File: config.mk
export PLATFORM = sky130hd
export DESIGN_NAME = ecg_fiducial_extractor
export DESIGN_NICKNAME = d
export VERILOG_FILES = /design/src/rtl/fid_pkg.sv /design/src/rtl/fid_scan.sv /design/src/rtl/fid_window.sv /design/src/rtl/ecg_fiducial_extractor.sv
export SDC_FILE = /design/constraint.sdc
export NUM_CORES = 1
export LEC_CHECK = 0
export ABC_AREA = 1
export BUFFER_PORTS_ARGS = -buffer_cell sky130_fd_sc_hd__buf_2
export CORE_MARGIN = 5
export CORE_UTILIZATION = 50
export CTS_CLUSTER_SIZE = 24
export DETAILED_ROUTE_END_ITERATION = 6
export PLACE_DENSITY = 0.66
export SYNTH_ARGS = -nofsm -noshare
export SYNTH_HDL_FRONTEND = slang
export SYNTH_HIERARCHICAL = 1
export SYNTH_SLANG_ARGS = --single-unit
File: constraint.sdc
create_clock -name clk -period 3.9 [get_ports clk]
set_clock_uncertainty 0.1 [all_clocks]
set_input_delay 0 -clock clk [delete_from_list [all_inputs] [get_ports clk]]
set_output_delay 0 -clock clk [all_outputs]
set_load 0.01 [all_outputs]
File: src/rtl/fid_pkg.sv
// Shared types for the fiducial extractor: the scan kinds and the beat sequencer states.
package fid_pkg;
    // Scaling of level-3 and level-5 coefficient positions into raw sample positions.
    localparam int SH_L3 = 3;
    localparam int SH_L5 = 5;

    typedef enum logic [1:0] {
        SCAN_MIN,
        SCAN_MAX,
        SCAN_ABS,
        SCAN_MINMAX
    } scan_mode_e;

    typedef enum logic [3:0] {
        ST_IDLE,
        ST_RREAD,
        ST_RSIGN,
        ST_QWAIT,
        ST_SWAIT,
        ST_PCWAIT,
        ST_PRWAIT,
        ST_TCWAIT,
        ST_TRWAIT
    } fid_state_e;
endpackage

File: src/rtl/fid_scan.sv
// Sequential extreme search over an inclusive address window of a synchronous-read store.
// Assumes: read data arrives one cycle after the address; go is pulsed only when idle.
// The window is taken in either endpoint order. Ties keep the lowest (first) address.
// DUAL=1 also tracks the minimum next to the primary result (primary is then the maximum).
module fid_scan
    import fid_pkg::*;
#(
    parameter int AW   = 6,
    parameter int DW   = 14,
    parameter bit DUAL = 1'b0,
    localparam int NRES = DUAL ? 2 : 1
) (
    input  logic                 clk,
    input  logic                 rst_n,
    input  logic                 go,
    input  scan_mode_e           mode,
    input  logic [AW-1:0]        lo,
    input  logic [AW-1:0]        hi,
    output logic [AW-1:0]        rd_addr,
    input  logic signed [DW-1:0] rd_data,
    output logic                 done,
    output logic [NRES*AW-1:0]   idx
);
    localparam int KW = DW + 1;

    logic                 issuing;
    logic [AW-1:0]        cur;
    logic [AW-1:0]        stop;
    logic                 pend;
    logic [AW-1:0]        pend_idx;
    logic                 pend_last;
    logic                 first;
    scan_mode_e           mode_q;
    logic signed [KW-1:0] key;
    logic signed [KW-1:0] key_a;
    logic [AW-1:0]        idx_a;
    logic signed [KW-1:0] ext;
    logic                 better_a;

    assign rd_addr = cur;

    // Form the comparison key: signed value, or its magnitude in one extra bit.
    always_comb begin
        ext = {rd_data[DW-1], rd_data};
        if (mode_q == SCAN_ABS && rd_data[DW-1]) key = -ext;
        else                                      key = ext;
        better_a = (mode_q == SCAN_MIN) ? (key < key_a) : (key > key_a);
    end

    // Issue addresses across the window and fold returning data into the primary result.
    always_ff @(posedge clk) begin
        if (!rst_n) begin
            issuing   <= 1'b0;
            cur       <= '0;
            stop      <= '0;
            pend      <= 1'b0;
            pend_idx  <= '0;
            pend_last <= 1'b0;
            first     <= 1'b0;
            mode_q    <= SCAN_MIN;
            key_a     <= '0;
            idx_a     <= '0;
            done      <= 1'b0;
        end else begin
            done <= 1'b0;
            if (go) begin
                cur     <= (lo <= hi) ? lo : hi;
                stop    <= (lo <= hi) ? hi : lo;
                issuing <= 1'b1;
                pend    <= 1'b0;
                first   <= 1'b1;
                mode_q  <= mode;
            end else begin
                pend <= issuing;
                if (issuing) begin
                    pend_idx  <= cur;
                    pend_last <= (cur == stop);
                    if (cur == stop) issuing <= 1'b0;
                    else             cur     <= cur + 1'b1;
                end
                if (pend) begin
                    first <= 1'b0;
                    if (first || better_a) begin
                        key_a <= key;
                        idx_a <= pend_idx;
                    end
                    if (pend_last) done <= 1'b1;
                end
            end
        end
    end

    generate
        if (DUAL) begin : g_dual
            logic signed [DW-1:0] val_b;
            logic [AW-1:0]        idx_b;
            // Track the minimum alongside the maximum during the same pass.
            always_ff @(posedge clk) begin
                if (!rst_n) begin
                    val_b <= '0;
                    idx_b <= '0;
                end else if (!go && pend && (first || rd_data < val_b)) begin
                    val_b <= rd_data;
                    idx_b <= pend_idx;
                end
            end
            assign idx = {idx_b, idx_a};
        end else begin : g_single
            assign idx = idx_a;
        end
    endgenerate
endmodule

File: src/rtl/fid_window.sv
// Forms each search window and scan kind from the sequencer state.
// All scaling is done by appending or dropping low zero bits. Assumes SAMP_AW > SH_L5.
module fid_window
    import fid_pkg::*;
#(
    parameter int SAMP_AW = 11,
    localparam int L3_AW = SAMP_AW - SH_L3,
    localparam int C5_AW = SAMP_AW - SH_L5
) (
    input  fid_state_e         state,
    input  logic [SAMP_AW-1:0] r_l,
    input  logic [L3_AW-1:0]   beg_l,
    input  logic [L3_AW-1:0]   end_l,
    input  logic               sign_now,
    input  logic               sign_q,
    input  logic [C5_AW-1:0]   c_max,
    input  logic [C5_AW-1:0]   c_min,
    output scan_mode_e         raw_mode,
    output logic [SAMP_AW-1:0] raw_lo,
    output logic [SAMP_AW-1:0] raw_hi,
    output logic [C5_AW-1:0]   c_lo,
    output logic [C5_AW-1:0]   c_hi
);
    // Select the raw sample window that the state is about to launch.
    always_comb begin
        raw_mode = SCAN_MIN;
        raw_lo   = '0;
        raw_hi   = '0;
        case (state)
            ST_RSIGN: begin
                raw_mode = sign_now ? SCAN_MAX : SCAN_MIN;
                raw_lo   = {beg_l, {SH_L3{1'b0}}};
                raw_hi   = r_l;
            end
            ST_QWAIT: begin
                raw_mode = sign_q ? SCAN_MAX : SCAN_MIN;
                raw_lo   = r_l;
                raw_hi   = {end_l, {SH_L3{1'b0}}};
            end
            ST_PCWAIT, ST_TCWAIT: begin
                raw_mode = SCAN_ABS;
                raw_lo   = {c_max, {SH_L5{1'b0}}};
                raw_hi   = {c_min, {SH_L5{1'b0}}};
            end
            default: ;
        endcase
    end

    // Select the level-5 coefficient window for the P or T pass.
    always_comb begin
        c_lo = '0;
        c_hi = '0;
        case (state)
            ST_SWAIT: begin
                c_lo = '0;
                c_hi = beg_l[L3_AW-1:L3_AW-C5_AW];
            end
            ST_PRWAIT: begin
                c_lo = end_l[L3_AW-1:L3_AW-C5_AW];
                c_hi = '1;
            end
            default: ;
        endcase
    end
endmodule

File: src/rtl/ecg_fiducial_extractor.sv
// Top of the fiducial extractor. Runs one beat per accepted start: R sign read, Q scan,
// S scan, P coefficient pass, P magnitude scan, T coefficient pass, T magnitude scan.
// Assumes both stores have one cycle of read latency. A start while busy is ignored.
module ecg_fiducial_extractor
    import fid_pkg::*;
#(
    parameter int SAMP_AW = 11,
    parameter int DW      = 12,
    parameter int CW      = 14,
    localparam int L3_AW  = SAMP_AW - SH_L3,
    localparam int C5_AW  = SAMP_AW - SH_L5
) (
    input  logic                 clk,
    input  logic                 rst_n,
    input  logic                 start,
    input  logic [SAMP_AW-1:0]   r_idx,
    input  logic [L3_AW-1:0]     qrs_begin,
    input  logic [L3_AW-1:0]     qrs_end,
    output logic [SAMP_AW-1:0]   raw_addr,
    input  logic signed [DW-1:0] raw_data,
    output logic [C5_AW-1:0]     coef_addr,
    input  logic signed [CW-1:0] coef_data,
    output logic                 beat_done,
    output logic [SAMP_AW-1:0]   q_pos,
    output logic [SAMP_AW-1:0]   s_pos,
    output logic [SAMP_AW-1:0]   p_pos,
    output logic [SAMP_AW-1:0]   t_pos
);
    fid_state_e         state;
    logic               busy;
    logic [SAMP_AW-1:0] r_l;
    logic [L3_AW-1:0]   beg_l, end_l;
    logic               sign_q;
    logic [SAMP_AW-1:0] q_l, s_l, p_l;

    logic                 raw_go, raw_done;
    scan_mode_e           raw_mode;
    logic [SAMP_AW-1:0]   raw_lo, raw_hi, raw_scan_addr, raw_idx;
    logic                 c_go, c_done;
    logic [C5_AW-1:0]     c_lo, c_hi;
    logic [2*C5_AW-1:0]   c_idx;

    assign busy = (state != ST_IDLE);

    // Launch the raw scanner when the previous step completes.
    assign raw_go = (state == ST_RSIGN)
                  || (raw_done && state == ST_QWAIT)
                  || (c_done && (state == ST_PCWAIT || state == ST_TCWAIT));
    // Launch the coefficient scanner after the S and P raw scans.
    assign c_go   = raw_done && (state == ST_SWAIT || state == ST_PRWAIT);
    // The R sign read borrows the raw port for one cycle.
    assign raw_addr = (state == ST_RREAD) ? r_l : raw_scan_addr;

    fid_window #(.SAMP_AW(SAMP_AW)) u_window (
        .state    (state),
        .r_l      (r_l),
        .beg_l    (beg_l),
        .end_l    (end_l),
        .sign_now (raw_data[DW-1]),
        .sign_q   (sign_q),
        .c_max    (c_idx[C5_AW-1:0]),
        .c_min    (c_idx[2*C5_AW-1:C5_AW]),
        .raw_mode (raw_mode),
        .raw_lo   (raw_lo),
        .raw_hi   (raw_hi),
        .c_lo     (c_lo),
        .c_hi     (c_hi)
    );

    fid_scan #(.AW(SAMP_AW), .DW(DW), .DUAL(1'b0)) u_raw_scan (
        .clk     (clk),
        .rst_n   (rst_n),
        .go      (raw_go),
        .mode    (raw_mode),
        .lo      (raw_lo),
        .hi      (raw_hi),
        .rd_addr (raw_scan_addr),
        .rd_data (raw_data),
        .done    (raw_done),
        .idx     (raw_idx)
    );

    fid_scan #(.AW(C5_AW), .DW(CW), .DUAL(1'b1)) u_coef_scan (
        .clk     (clk),
        .rst_n   (rst_n),
        .go      (c_go),
        .mode    (SCAN_MINMAX),
        .lo      (c_lo),
        .hi      (c_hi),
        .rd_addr (coef_addr),
        .rd_data (coef_data),
        .done    (c_done),
        .idx     (c_idx)
    );

    // Beat sequencer: captures inputs, steps through the scans, publishes results.
    always_ff @(posedge clk) begin
        if (!rst_n) begin
            state     <= ST_IDLE;
            r_l       <= '0;
            beg_l     <= '0;
            end_l     <= '0;
            sign_q    <= 1'b0;
            q_l       <= '0;
            s_l       <= '0;
            p_l       <= '0;
            beat_done <= 1'b0;
            q_pos     <= '0;
            s_pos     <= '0;
            p_pos     <= '0;
            t_pos     <= '0;
        end else begin
            beat_done <= 1'b0;
            if (start && !busy) begin
                r_l   <= r_idx;
                beg_l <= qrs_begin;
                end_l <= qrs_end;
                state <= ST_RREAD;
            end else begin
                case (state)
                    ST_RREAD:  state <= ST_RSIGN;
                    ST_RSIGN: begin
                        sign_q <= raw_data[DW-1];
                        state  <= ST_QWAIT;
                    end
                    ST_QWAIT:  if (raw_done) begin q_l <= raw_idx; state <= ST_SWAIT; end
                    ST_SWAIT:  if (raw_done) begin s_l <= raw_idx; state <= ST_PCWAIT; end
                    ST_PCWAIT: if (c_done) state <= ST_PRWAIT;
                    ST_PRWAIT: if (raw_done) begin p_l <= raw_idx; state <= ST_TCWAIT; end
                    ST_TCWAIT: if (c_done) state <= ST_TRWAIT;
                    ST_TRWAIT: if (raw_done) begin
                        q_pos     <= q_l;
                        s_pos     <= s_l;
                        p_pos     <= p_l;
                        t_pos     <= raw_idx;
                        beat_done <= 1'b1;
                        state     <= ST_IDLE;
                    end
                    default:   state <= ST_IDLE;
                endcase
            end
        end
    end
endmodule

After elaboration in Yosys (flattened, before gate mapping)
Index checks and enable logic that the tools add are counted.
{"block": "op_classes", "muxes": 43, "add_sub_neg": 4, "n_bitwise": 7, "order_cmp": 7, "n_eq_ne": 26, "n_reduce_logical": 44}
{"cell": "11-bit 2-to-1 mux", "count": 6}
{"cell": "11-bit one-hot mux with 3 select lines", "count": 2}
{"cell": "6-bit 2-to-1 mux", "count": 6}
{"cell": "4-bit one-hot mux with 8 select lines", "count": 1}
{"cell": "4-bit 2-to-1 mux", "count": 6}
{"cell": "1-bit 2-to-1 mux", "count": 18}
{"cell": "3-bit AND reduction", "count": 6}
{"cell": "4-bit by 3-bit equality test with 1-bit output (second input constant)", "count": 4}
{"cell": "15-bit greater-than comparator", "count": 1}
{"cell": "15-bit < comparator", "count": 1}
{"cell": "15-bit 2-to-1 mux", "count": 1}
{"cell": "3-bit by 1-bit != test with 1-bit output (second input constant)", "count": 5}
{"cell": "14-bit negator with 15-bit output", "count": 1}
{"cell": "14-bit < comparator", "count": 1}
{"cell": "2-bit by 1-bit != test with 1-bit output (second input constant)", "count": 7}
{"cell": "13-bit greater-than comparator", "count": 1}
{"cell": "13-bit < comparator", "count": 1}
{"cell": "13-bit 2-to-1 mux", "count": 1}
{"cell": "12-bit negator with 13-bit output", "count": 1}
{"cell": "6-bit one-hot mux with 2 select lines", "count": 1}
{"cell": "6-bit AND reduction", "count": 2}
{"cell": "11-bit by 1-bit adder with 11-bit output (second input constant)", "count": 1}
{"cell": "11-bit equality test", "count": 1}
{"cell": "11-bit less-or-equal comparator", "count": 1}
{"cell": "other kinds (20)", "count": 55}
{"block": "word_totals", "wordCells": 169, "input_bits": 56, "output_inout_bits": 62, "ff_bits": 239}

Longest topological paths before layout
Gate-level depths: netlist of run 1.
{"block": "depth", "depth_word": 7, "depth_mapped": 24, "ltp_nobuf": 23}

By module
Netlist of run 1, hierarchy kept.
{"module": "ecg_fiducial_extractor", "area_each_um2": 4330.4, "cells_per_inst": 539, "seq_area_each_um2": 2202.1, "instances": 1}
{"module": "fid_scan (u_coef_scan)", "area_each_um2": 4092.7, "cells_per_inst": 607, "seq_area_each_um2": 1321.3, "instances": 1}
{"module": "fid_scan (u_raw_scan)", "area_each_um2": 4076.4, "cells_per_inst": 624, "seq_area_each_um2": 1281.2, "instances": 1}
{"module": "fid_window", "area_each_um2": 676.9, "cells_per_inst": 119, "seq_area_each_um2": 0.0, "instances": 1}

Worst setup path before layout of run 1
OpenSTA, ideal clock, no wires.
{"block": "synth_timing", "path_kind": "register to register", "start": "reg u_raw_scan.mode_q[1]", "end": "reg u_raw_scan.key_a[2]", "path_buffers": 3, "period_less_slack_ps": 2848, "setup_slack_ps": 1052, "stages_incl_launch_ff": 20, "t_arrival_ps": 2633, "required_ps": 3685, "setup_time_ps": 115, "path_cell_list": "dfxtp_1 inv_1 nor3_1 buf_2 nand2_1 xor2_1 inv_1 ha_1 nand2_1 inv_1 nand2_1 nand2_1 a21oi_1 nand3_1 nand3_2 nand3_2 buf_6 buf_4 a21oi_1 nor2_1"}
{"block": "synth_between", "elab_chain_cells": 7, "elab_cells_between_ends": 9, "classes_between": "order compare (2); eq/ne (1); mux (2); reduce/logical (4)"}
{"element": "start: declaration", "line_no": "fid_scan.sv:33", "rtl": "scan_mode_e mode_q;"}
{"element": "start signal: assignment", "line_no": "fid_scan.sv:72", "rtl": "mode_q <= mode;"}
{"element": "2-bit equality test (*)", "line_no": "fid_scan.sv:45", "rtl": "if (mode_q == SCAN_ABS && rd_data[DW-1]) key = -ext;"}
{"element": "1-bit logical AND (*)", "line_no": "fid_scan.sv:45"}
{"element": "13-bit 2-to-1 mux (*)", "line_no": "fid_scan.sv:45"}
{"element": "net u_raw_scan.key[8]", "line_no": "fid_scan.sv:34", "rtl": "logic signed [KW-1:0] key;"}
{"element": "13-bit greater-than comparator or 13-bit < comparator (tied branches)", "line_no": "fid_scan.sv:47", "rtl": "better_a = (mode_q == SCAN_MIN) ? (key < key_a) : (key > key_a);"}
{"element": "1-bit 2-to-1 mux (*)", "line_no": "fid_scan.sv:47"}
{"element": "1-bit logical OR (*)", "line_no": "fid_scan.sv:83", "rtl": "if (first || better_a) begin"}
{"element": "3-bit AND reduction (no line) (*)"}
{"element": "end signal: assignment", "line_no": "fid_scan.sv:84", "rtl": "key_a <= key;"}
{"element": "end: declaration", "line_no": "fid_scan.sv:35", "rtl": "logic signed [KW-1:0] key_a;"}
Mark *: on every way through the listed nets, which the timed path passes. The rest lies on a longest branch.
A chain may end at the register's enable or synchronous reset.

Worst setup path in the final report of run 1
{"block": "layout_timing", "start": "reg state[3]", "end": "reg u_raw_scan.cur[0], in the netlist u_raw_scan/rd_addr[0]"}
{"block": "layout_between", "elab_chain_cells": 6, "elab_cells_between_ends": 18, "classes_between": "order compare (1); eq/ne (5); mux (4); reduce/logical (8)"}
{"element": "start: declaration", "line_no": "ecg_fiducial_extractor.sv:29", "rtl": "fid_state_e state;"}
{"element": "start signal: assignment", "line_no": "ecg_fiducial_extractor.sv:99", "rtl": "state <= ST_IDLE;"}
{"element": "start signal: assignment", "line_no": "ecg_fiducial_extractor.sv:118", "rtl": "state <= ST_RREAD;"}
{"element": "start signal: assignment", "line_no": "ecg_fiducial_extractor.sv:121", "rtl": "ST_RREAD: state <= ST_RSIGN;"}
{"element": "4-bit by 3-bit equality test with 1-bit output", "line_no": "fid_window.sv:29", "rtl": "case (state)"}
{"element": "2-bit OR reduction", "line_no": "fid_window.sv:29"}
{"element": "11-bit one-hot mux with 3 select lines (*)", "line_no": "fid_window.sv:29"}
{"element": "net raw_hi[8]", "line_no": "ecg_fiducial_extractor.sv:38", "rtl": "logic [SAMP_AW-1:0] raw_lo, raw_hi, raw_scan_addr, raw_idx;"}
{"element": "11-bit less-or-equal comparator (*)", "line_no": "fid_scan.sv:67", "rtl": "cur <= (lo <= hi) ? lo : hi;"}
{"element": "11-bit 2-to-1 mux (*)", "line_no": "fid_scan.sv:67"}
{"element": "11-bit 2-to-1 mux (*)", "line_no": "fid_scan.sv:66", "rtl": "if (go) begin"}
{"element": "end signal: assignment", "line_no": "fid_scan.sv:67"}
{"element": "end signal: assignment", "line_no": "fid_scan.sv:79", "rtl": "else cur <= cur + 1'b1;"}
{"element": "end: declaration", "line_no": "fid_scan.sv:27", "rtl": "logic [AW-1:0] cur;"}
Marked as above.

==> results.rst, run 1 <==
.. list-table::
   :header-rows: 1

   * - Metric
     - Value
   * - Post-route minimum period
     - 3.44 ns
   * - Detailed-route via count
     - 12,400
   * - Count of endpoints failing hold in the final timing report
     - 0
   * - Top delay family on crit path
     - simple AND/OR/NAND/NOR gates
   * - Depth of the most critical reg-to-reg path
     - 13
   * - Number of diodes added for antenna fixing
     - 0
   * - Number of antenna violations at the first check in global routing
     - 0
   * - Number of H-tree levels
     - 1
   * - Yosys warning total
     - 6
   * - Gpl congestion
     - 0.866
   * - Count of flip-flops with a built-in enable after synthesis
     - 0
   * - Critical path capture point type
     - flop
   * - Dpl cell area
     - 13,700 um2
   * - Setup WS post-layout
     - 0.464 ns
   * - Post-Syn Area
     - 13,200 um2
   * - Sequential share of the synthesized area
     - 0.365
   * - M3 GR Usage
     - 0.0249
   * - Setup bufs post-CTS
     - 0
   * - Buffers on Ports
     - 117
   * - Worst skew pair latency
     - 0.53 ns
   * - Initial standard-cell utilization of the core
     - 0.507
   * - Pin count of the biggest net entering global routing
     - 69
   * - Root buf cell
     - clkbuf_16
   * - Critical path buffers and inverters
     - 2
   * - Worst vdd ir
     - 0.000290 V
   * - Die ar.
     - 29,700 um2
   * - Area growth from synthesis to layout
     - 14.9%
   * - Share of layout cells above drive strength 1
     - 0.118
   * - Avg Cell Area, Syn
     - 6.98 um2
   * - Post-layout total power
     - 0.00624 W
   * - DRC
     - 0
   * - Result of the run
     - finished, final reports clean
   * - Cell taking the most area after synthesis
     - dfxtp_1
   * - Element type at the critical path start
     - flop
   * - Crit path launch
     - state[3]
   * - Startpoint of the most critical register-to-register path
     - state[3]
   * - Hold-fix buffer count after cts
     - 54
   * - Share of flip-flops with an asynchronous set or reset
     - 0
   * - Most common library cells after synthesis
     - 352 x nand2_1, 255 x a21oi_1, 240 x dfxtp_1
   * - Power Internal
     - 0.00448 W
   * - HPWL after detailed placement
     - 22.8 mm
   * - Die height
     - 172 um
   * - Top-count cell post-synth
     - nand2_1
   * - Power per unit of standard cell area
     - 413 nW/um2
   * - Max Freq
     - 0.291 GHz
   * - Unrepaired setup endpoints after global routing
     - false
   * - CP cell instances
     - nor2_4, nand3_1, nand3_1, inv_1, ha_1, inv_1, nor2_1, nand2_1, or3_1, nand2_1, nand2_1, nand3_1, a21oi_1
   * - Number of storage elements in the synthesis netlist
     - 240
   * - Portion of total power attributed to combinational logic
     - 0.171
   * - Total stage count of the critical path
     - 13
   * - Clock tree from TritonCTS
     - done
   * - Number of global-route vias before repair
     - 11,200
   * - Crit-path max FO
     - 27
   * - Num ports
     - 118
   * - Count of antenna-violating nets left after detailed routing
     - 0
   * - Post-place setup slack
     - 0.521 ns
   * - Setup CP Type
     - reg2reg
   * - Share of Yosys cell area claimed by the top area cell type
     - 0.365
   * - Number of detailed-route iterations in the first pass
     - 6
   * - Post-detailed-route wirelength per cell
     - 14.2 um
   * - Final setup violation count
     - 0
   * - Sum of negative setup slack
     - 0 ns
   * - Highest-delay cell along the critical path
     - nor2_4
   * - M1 GR Usage
     - 0.308
   * - Number of nets in the finished design
     - 2,119
   * - Required arrival time at the worst endpoint
     - 4.21 ns
   * - Leakage power
     - 6.34 nW
   * - Switching power of the nets
     - 0.00176 W
   * - Number of sinks on the clock net
     - 240
   * - Worst Tran Pin Value
     - 1.23 ns
   * - Filler instances
     - 2,452
   * - Clock buffers created by TritonCTS
     - 26
   * - Final Max Tran Viols
     - 0
   * - Dominant synthesized flop cell
     - dfxtp_1
   * - Clock input transition at the sequential cells of the worst setup and hold paths
     - 0.06 ns
   * - Leading post-synthesis cells by cell area
     - dfxtp_1 36%, nand2_1 10%, a21oi_1 9.7%
   * - CP max stage delay
     - 0.58 ns
   * - Number of cell rows
     - 59
   * - Overall track demand over capacity in global routing
     - 0.218
   * - M2 GR Usage
     - 0.363
   * - Number of instances in the synthesized netlist
     - 1,889
   * - Critical register-to-register path endpoint
     - u_raw_scan/rd_addr[0]
   * - DRC marker count from the first detailed-route iteration
     - 1,003
   * - Layout Cell Area excl Fill
     - 15,100 um2
   * - Proportion of power drawn by the clock network
     - 0.407
   * - Sequential power share
     - 0.423
   * - Worst setup endpoint
     - u_raw_scan/rd_addr[0]
   * - Width of the die
     - 172 um
   * - Post-DR vias/cell
     - 5.27
   * - Final period util
     - 0.881
   * - Count of cells resized by post-cts repair
     - 0
   * - Number of max-capacitance violations reported
     - 0
   * - Worst reg2reg setup slack
     - 0.46 ns
   * - Core area
     - 26,000 um2
   * - GR peak layer
     - met2
   * - Endpoint arrival time on the critical path
     - 3.75 ns
   * - Total congestion overflow after global routing
     - 0
   * - Maximum number of buffers from clock root to sink
     - 3
   * - Worst hold-check path type
     - in2reg
   * - Global-route wire length before repair
     - 54.7 mm
   * - Fraction of power spent switching nets
     - 0.282
   * - Worst-case headroom to the max-slew limit
     - 0.179
   * - Count of distinct cell types in the synthesized netlist
     - 47
   * - Wire length after detailed routing
     - 33.5 mm
==> stage by stage <==
stage               hold slack (ns)  std cells   util
floorplan                    0.0651       1890      -
global placement              0.177       2254  0.528
global route                  0.215       2355  0.583
CTS                           0.163       2355  0.583
detailed placement            0.185       2254  0.528
finish                        0.187       2355  0.583
==> power groups by stage <==
stage	sequential [W]	clock (W)	combinational, W
floorplan	0.00266	0	0.000810
global placement	0.00269	0	0.000992
detailed placement	0.00269	0	0.00101
CTS	0.00264	0.00259	0.00106
global route	0.00265	0.00270	0.00121
finish	0.00264	0.00254	0.00107
==> cells by family after synthesis <==
group / after synthesis / share of synthesized area
AO/OA/AOI/OAI: 385 / 0.150
XOR/XNOR: 27 / 0.0179
adder cells (fa/ha/maj): 62 / 0.0589
buffers and inverters: 343 / 0.117
flip-flops: 240 / 0.365
other: 1 / 0.000285
AND/OR/NAND/NOR: 831 / 0.291
==> flip-flops by register name (all words and copies together) (netlist names), 11 cells and up <==
| signal | flops |
|---|---|
| u_raw_scan/stop | 11 |
| r_l | 11 |
| p_pos | 11 |
| p_l | 11 |
| u_raw_scan/rd_addr | 11 |
| u_raw_scan/key_a | 13 |
| u_raw_scan/pend_idx | 11 |
| u_coef_scan/g_dual.val_b | 14 |
| q_pos | 11 |
| s_l | 11 |
| u_raw_scan/idx | 11 |
| t_pos | 11 |
| u_coef_scan/key_a | 15 |
| s_pos | 11 |
| q_l | 11 |
==> how the worst min path moves through the flow <==
stage                  from                           to  slack [ns]  depth (start not counted)
2_1_floorplan  coef_data[0]  u_coef_scan/g_dual.val_b[0]        0.07                          2
3_3_place_gp   qrs_begin[7]                     beg_l[7]        0.18                          3
3_5_place_dp       r_idx[2]                       r_l[2]        0.19                          3
4_1_cts               start                     beg_l[7]        0.16                          3
5_1_grt        coef_data[0]  u_coef_scan/g_dual.val_b[0]        0.22                          4
6_report           r_idx[2]                       r_l[2]        0.19                          4
==> routing by layer <==
layer | wire [um] | vias up
li1 | - | 6407
met3 | 1610 | 53
met5 | 0 | -
met1 | 16100 | 5675
met4 | 635 | 0
met2 | 15100 | 286
==> worst min-delay path: stages <==
cell and delay [ns]:
dlygate4sd3_1 0.52, buf_2 0.09, o21ai_0 0.07, a21oi_1 0.10
==> final cells by class <==
cell class / count / area (um2) / area share
tap: 335 / 419 / 0.0277
sequential: 240 / 4810 / 0.317
clock inverter: 9 / 123 / 0.00810
timing repair buffer: 193 / 1310 / 0.0863
inverter: 233 / 883 / 0.0584
multi-input combinational: 1307 / 6830 / 0.451
clock buffer: 38 / 767 / 0.0507
==> cells in the final DEF, fill, tap and decap left out, drive strengths merged, types with 2 or more instances in the layout <==
cell,instances
dfxtp,240
nor4,4
o211ai,4
clkinv,6
o21ai,111
dlygate4sd3,54
clkbuf,38
xor2,23
a211oi,4
ha,62
nand4,21
a31oi,2
bufinv,3
nand2,362
or3,2
inv,232
nor2,162
xnor2,4
a21o,2
and3,2
nand3,236
conb,2
nand3b,28
nor3,11
buf,139
a21oi,258
Note: power is estimated with default switching activity, not from simulation.
==> run 2, diff against run 1 <==
==> constraint.sdc (replaced) <==
create_clock -name clk -period 3.9 [get_ports clk]
set_clock_uncertainty 0.1 [all_clocks]
set_input_delay 0.975 -clock clk [delete_from_list [all_inputs] [get_ports clk]]
set_output_delay 0.975 -clock clk [all_outputs]
set_load 0.01 [all_outputs]
==> results.rst, run 2 (synthesis gave the netlist of run 1 again) <==
.. list-table::
   :header-rows: 1

   * - Metric
     - Value
   * - Unrepaired setup endpoints after global routing
     - false
   * - Final standard cell count with taps included and fillers excluded
     - 2,308 (-2.0%)
   * - Most common cell after layout, fill and taps aside
     - nand2_1
   * - Root buf cell
     - clkbuf_16
   * - Critical register-to-register path endpoint
     - u_raw_scan/rd_addr[2]
   * - Total congestion overflow after global routing
     - 0 (unchanged)
   * - Number of cell rows
     - 59 (unchanged)
   * - Startpoint of the most critical register-to-register path
     - state[1]
   * - Worst hold-check path type
     - reg2reg
   * - Worst reg2reg setup slack
     - 0.41 ns (-0.05 ns)
   * - Max layer used
     - met4
   * - Clock input transition at the sequential cells of the worst setup and hold paths
     - 0.06 ns (about the same)
   * - Area growth from synthesis to layout
     - 11.4%
   * - Cell depth of the worst min-delay path
     - 2 (-2)
   * - Num ports
     - 118 (unchanged)
   * - Core area
     - 26,000 um2 (unchanged)
   * - Element type at the critical path start
     - flop
   * - Layout Cell Area excl Fill
     - 14,700 um2 (-3.1%)
   * - Met3 wire length
     - 1.82 mm (+13%)
   * - Sequential power share
     - 0.425 (+0.002)
   * - Detailed-route via count
     - 12,200 (-1.9%)
   * - Worst hold start
     - q_l[2]
   * - Setup bufs post-CTS
     - 0 (unchanged)
   * - Max Freq
     - 0.272 GHz (-6.5%)
   * - Final period util
     - 0.942 (+0.0611)
   * - Fraction of power spent switching nets
     - 0.289 (+0.00682)
   * - Depth of the most critical reg-to-reg path
     - 15 (+2)
   * - Worst Tran Pin Value
     - 1.17 ns (-0.0546 ns)
   * - Share of layout cells above drive strength 1
     - 0.126 (+0.00838)
   * - Number of max-capacitance violations reported
     - 0 (unchanged)
   * - Dpl cell area
     - 13,800 um2 (+0.38%)
   * - Post-detailed-route wirelength per cell
     - 14.0 um (-1.6%)
   * - Portion of total power attributed to combinational logic
     - 0.165 (-0.006)
   * - Wire length after detailed routing
     - 32.3 mm (-3.5%)
   * - Result of the run
     - finished, final reports clean
   * - Sum of met2 wire segment lengths after detailed routing
     - 14.3 mm (-5.8%)
   * - HPWL after detailed placement
     - 22.8 mm (-0.19%)
   * - Sum of negative setup slack
     - 0 ns (unchanged)
   * - Number of nets in the finished design
     - 2,073 (-2.2%)
   * - Crit-path max FO
     - 22 (-19%)
   * - Maximum number of buffers from clock root to sink
     - 3 (unchanged)
   * - Die height
     - 172 um (unchanged)
   * - Clock tree from TritonCTS
     - done
   * - Pin count of the biggest net entering global routing
     - 69 (unchanged)
   * - Worst-case headroom to the max-slew limit
     - 0.217 (+0.0383)
   * - Hold-fix buffer count after cts
     - 0 (-100%)
   * - Register with the highest flop count
     - u_coef_scan/key_a
   * - Most frequent cells in the layout
     - 352 x nand2_1, 255 x a21oi_1, 239 x dfxtp_1
   * - DRC marker count from the first detailed-route iteration
     - 1,008 (+0.50%)
   * - Routed metal-1 wire length
     - 15.4 mm (-4.3%)
   * - Post-layout util
     - 0.565 (-0.0179)
   * - Global-route wire length before repair
     - 52.9 mm (-3.3%)
   * - Width of the die
     - 172 um (unchanged)
   * - Number of H-tree levels
     - 1 (unchanged)
   * - Number of sinks on the clock net
     - 240 (unchanged)
   * - Largest registers
     - u_coef_scan/key_a (15), u_coef_scan/g_dual.val_b (14), u_raw_scan/key_a (13)
   * - Post-route minimum period
     - 3.67 ns (+0.238 ns)
   * - Hold path endpoint
     - q_l[2]
   * - Proportion of power drawn by the clock network
     - 0.410 (+0.003)
   * - Switching power of the nets
     - 0.00179 W (+1.7%)
   * - Clock buffers created by TritonCTS
     - 27 (+3.8%)
   * - Count of antenna-violating nets left after detailed routing
     - 0 (unchanged)
   * - Critical path capture point type
     - output port
   * - Flip-flop count of the largest register after layout
     - 15 (unchanged)
   * - Endpoint arrival time on the critical path
     - 2.60 ns (-1.15 ns)
   * - Initial standard-cell utilization of the core
     - 0.507 (unchanged)
   * - Power per unit of standard cell area
     - 423 nW/um2 (+2.5%)
   * - Leakage power
     - 6.16 nW (-2.8%)
   * - Power Internal
     - 0.00441 W (-1.6%)
   * - Number of detailed-route iterations in the first pass
     - 5 (-1)
   * - Required arrival time at the worst endpoint
     - 2.82 ns (-1.39 ns)
   * - Number of antenna violations at the first check in global routing
     - 0 (unchanged)
   * - Setup CP Type
     - reg2out
   * - Number of diodes added for antenna fixing
     - 0 (unchanged)
   * - Buffers on Ports
     - 117 (unchanged)
   * - DRC
     - 0 (unchanged)
   * - Gpl congestion
     - 0.866 (unchanged)
   * - Worst vdd ir
     - 0.000300 V (+3.6%)
   * - Count of endpoints failing hold in the final timing report
     - 0 (unchanged)
   * - Cell count after placement
     - 2,261 (+0.31%)
   * - Die ar.
     - 29,700 um2 (unchanged)
   * - Final setup violation count
     - 0 (unchanged)
   * - Overall track demand over capacity in global routing
     - 0.211 (-0.00731)
   * - Number of global-route vias before repair
     - 10,700 (-3.8%)
   * - Final Max Tran Viols
     - 0 (unchanged)
   * - Worst skew pair latency
     - 0.56 ns (+0.03 ns)
   * - Post-DR vias/cell
     - 5.28 (+0.15%)
run 2: power by group through the flow:
stage / Combinational, W / Sequential (W) / Clock (W)
floorplan: 0.000810 / 0.00266 / 0
global placement: 0.000989 / 0.00269 / 0
detailed placement: 0.00101 / 0.00269 / 0
CTS: 0.00102 / 0.00264 / 0.00260
global route: 0.00117 / 0.00265 / 0.00270
finish: 0.00102 / 0.00264 / 0.00254
run 2: routing by layer:
| metal | GRT usage | vias to the layer above |
|---|---|---|
| li1 | - | 6332 |
| met1 | 0.305 | 5492 |
| met2 | 0.334 | 308 |
| met3 | 0.0261 | 59 |
| met4 | 0.0578 | 0 |
| met5 | 0 | - |
run 2: what timing repair did:
item                                   CTS  global route
setup endpoints to repair                9             5
endpoints found under the hold margin    0             0
gates resized for setup                  2             1
pin swaps                                0             0
run 2: final cells by class:
| type | instances | area (um2) |
|---|---|---|
| Clock buffer | 39 | 811 |
| Clock inverter | 8 | 90.1 |
| Fill cell | 2563 | 11300 |
| Inverter | 233 | 883 |
| Multi-Input combinational cell | 1307 | 6850 |
| Sequential cell | 240 | 4810 |
| Tap cell | 335 | 419 |
| Timing Repair Buffer | 146 | 818 |
run 2: critical path: stages (launching register included):
cell	delay (ns)
dfxtp_1	0.47
buf_4	0.29
inv_1	0.39
nand3_4	0.29
o21ai_0	0.39
buf_2	0.21
run 2: worst max path at each step:
stage | endpoint | cells after the start | slack [ns] | startpoint
floorplan | u_raw_scan/key_a[2] | 21 | 0.41 | raw_data[0]
global placement | u_coef_scan/key_a[10] | 21 | 0.13 | coef_data[0]
detailed placement | u_coef_scan/key_a[11] | 23 | 0.03 | coef_data[1]
CTS | raw_addr[9] | 5 | 0.04 | state[1]
global route | raw_addr[6] | 5 | 0.07 | state[1]
finish | raw_addr[9] | 5 | 0.23 | state[1]
run 2: stage by stage:
step                      hold slack, ns  total power, W  worst slack [ns]
final                              0.345         0.00620             0.226
after global routing               0.362         0.00653            0.0701
after CTS                          0.345         0.00625            0.0414
after detailed placement           0.339         0.00370            0.0348
after global placement             0.335         0.00368             0.130
after floorplan                    0.312         0.00347             0.409
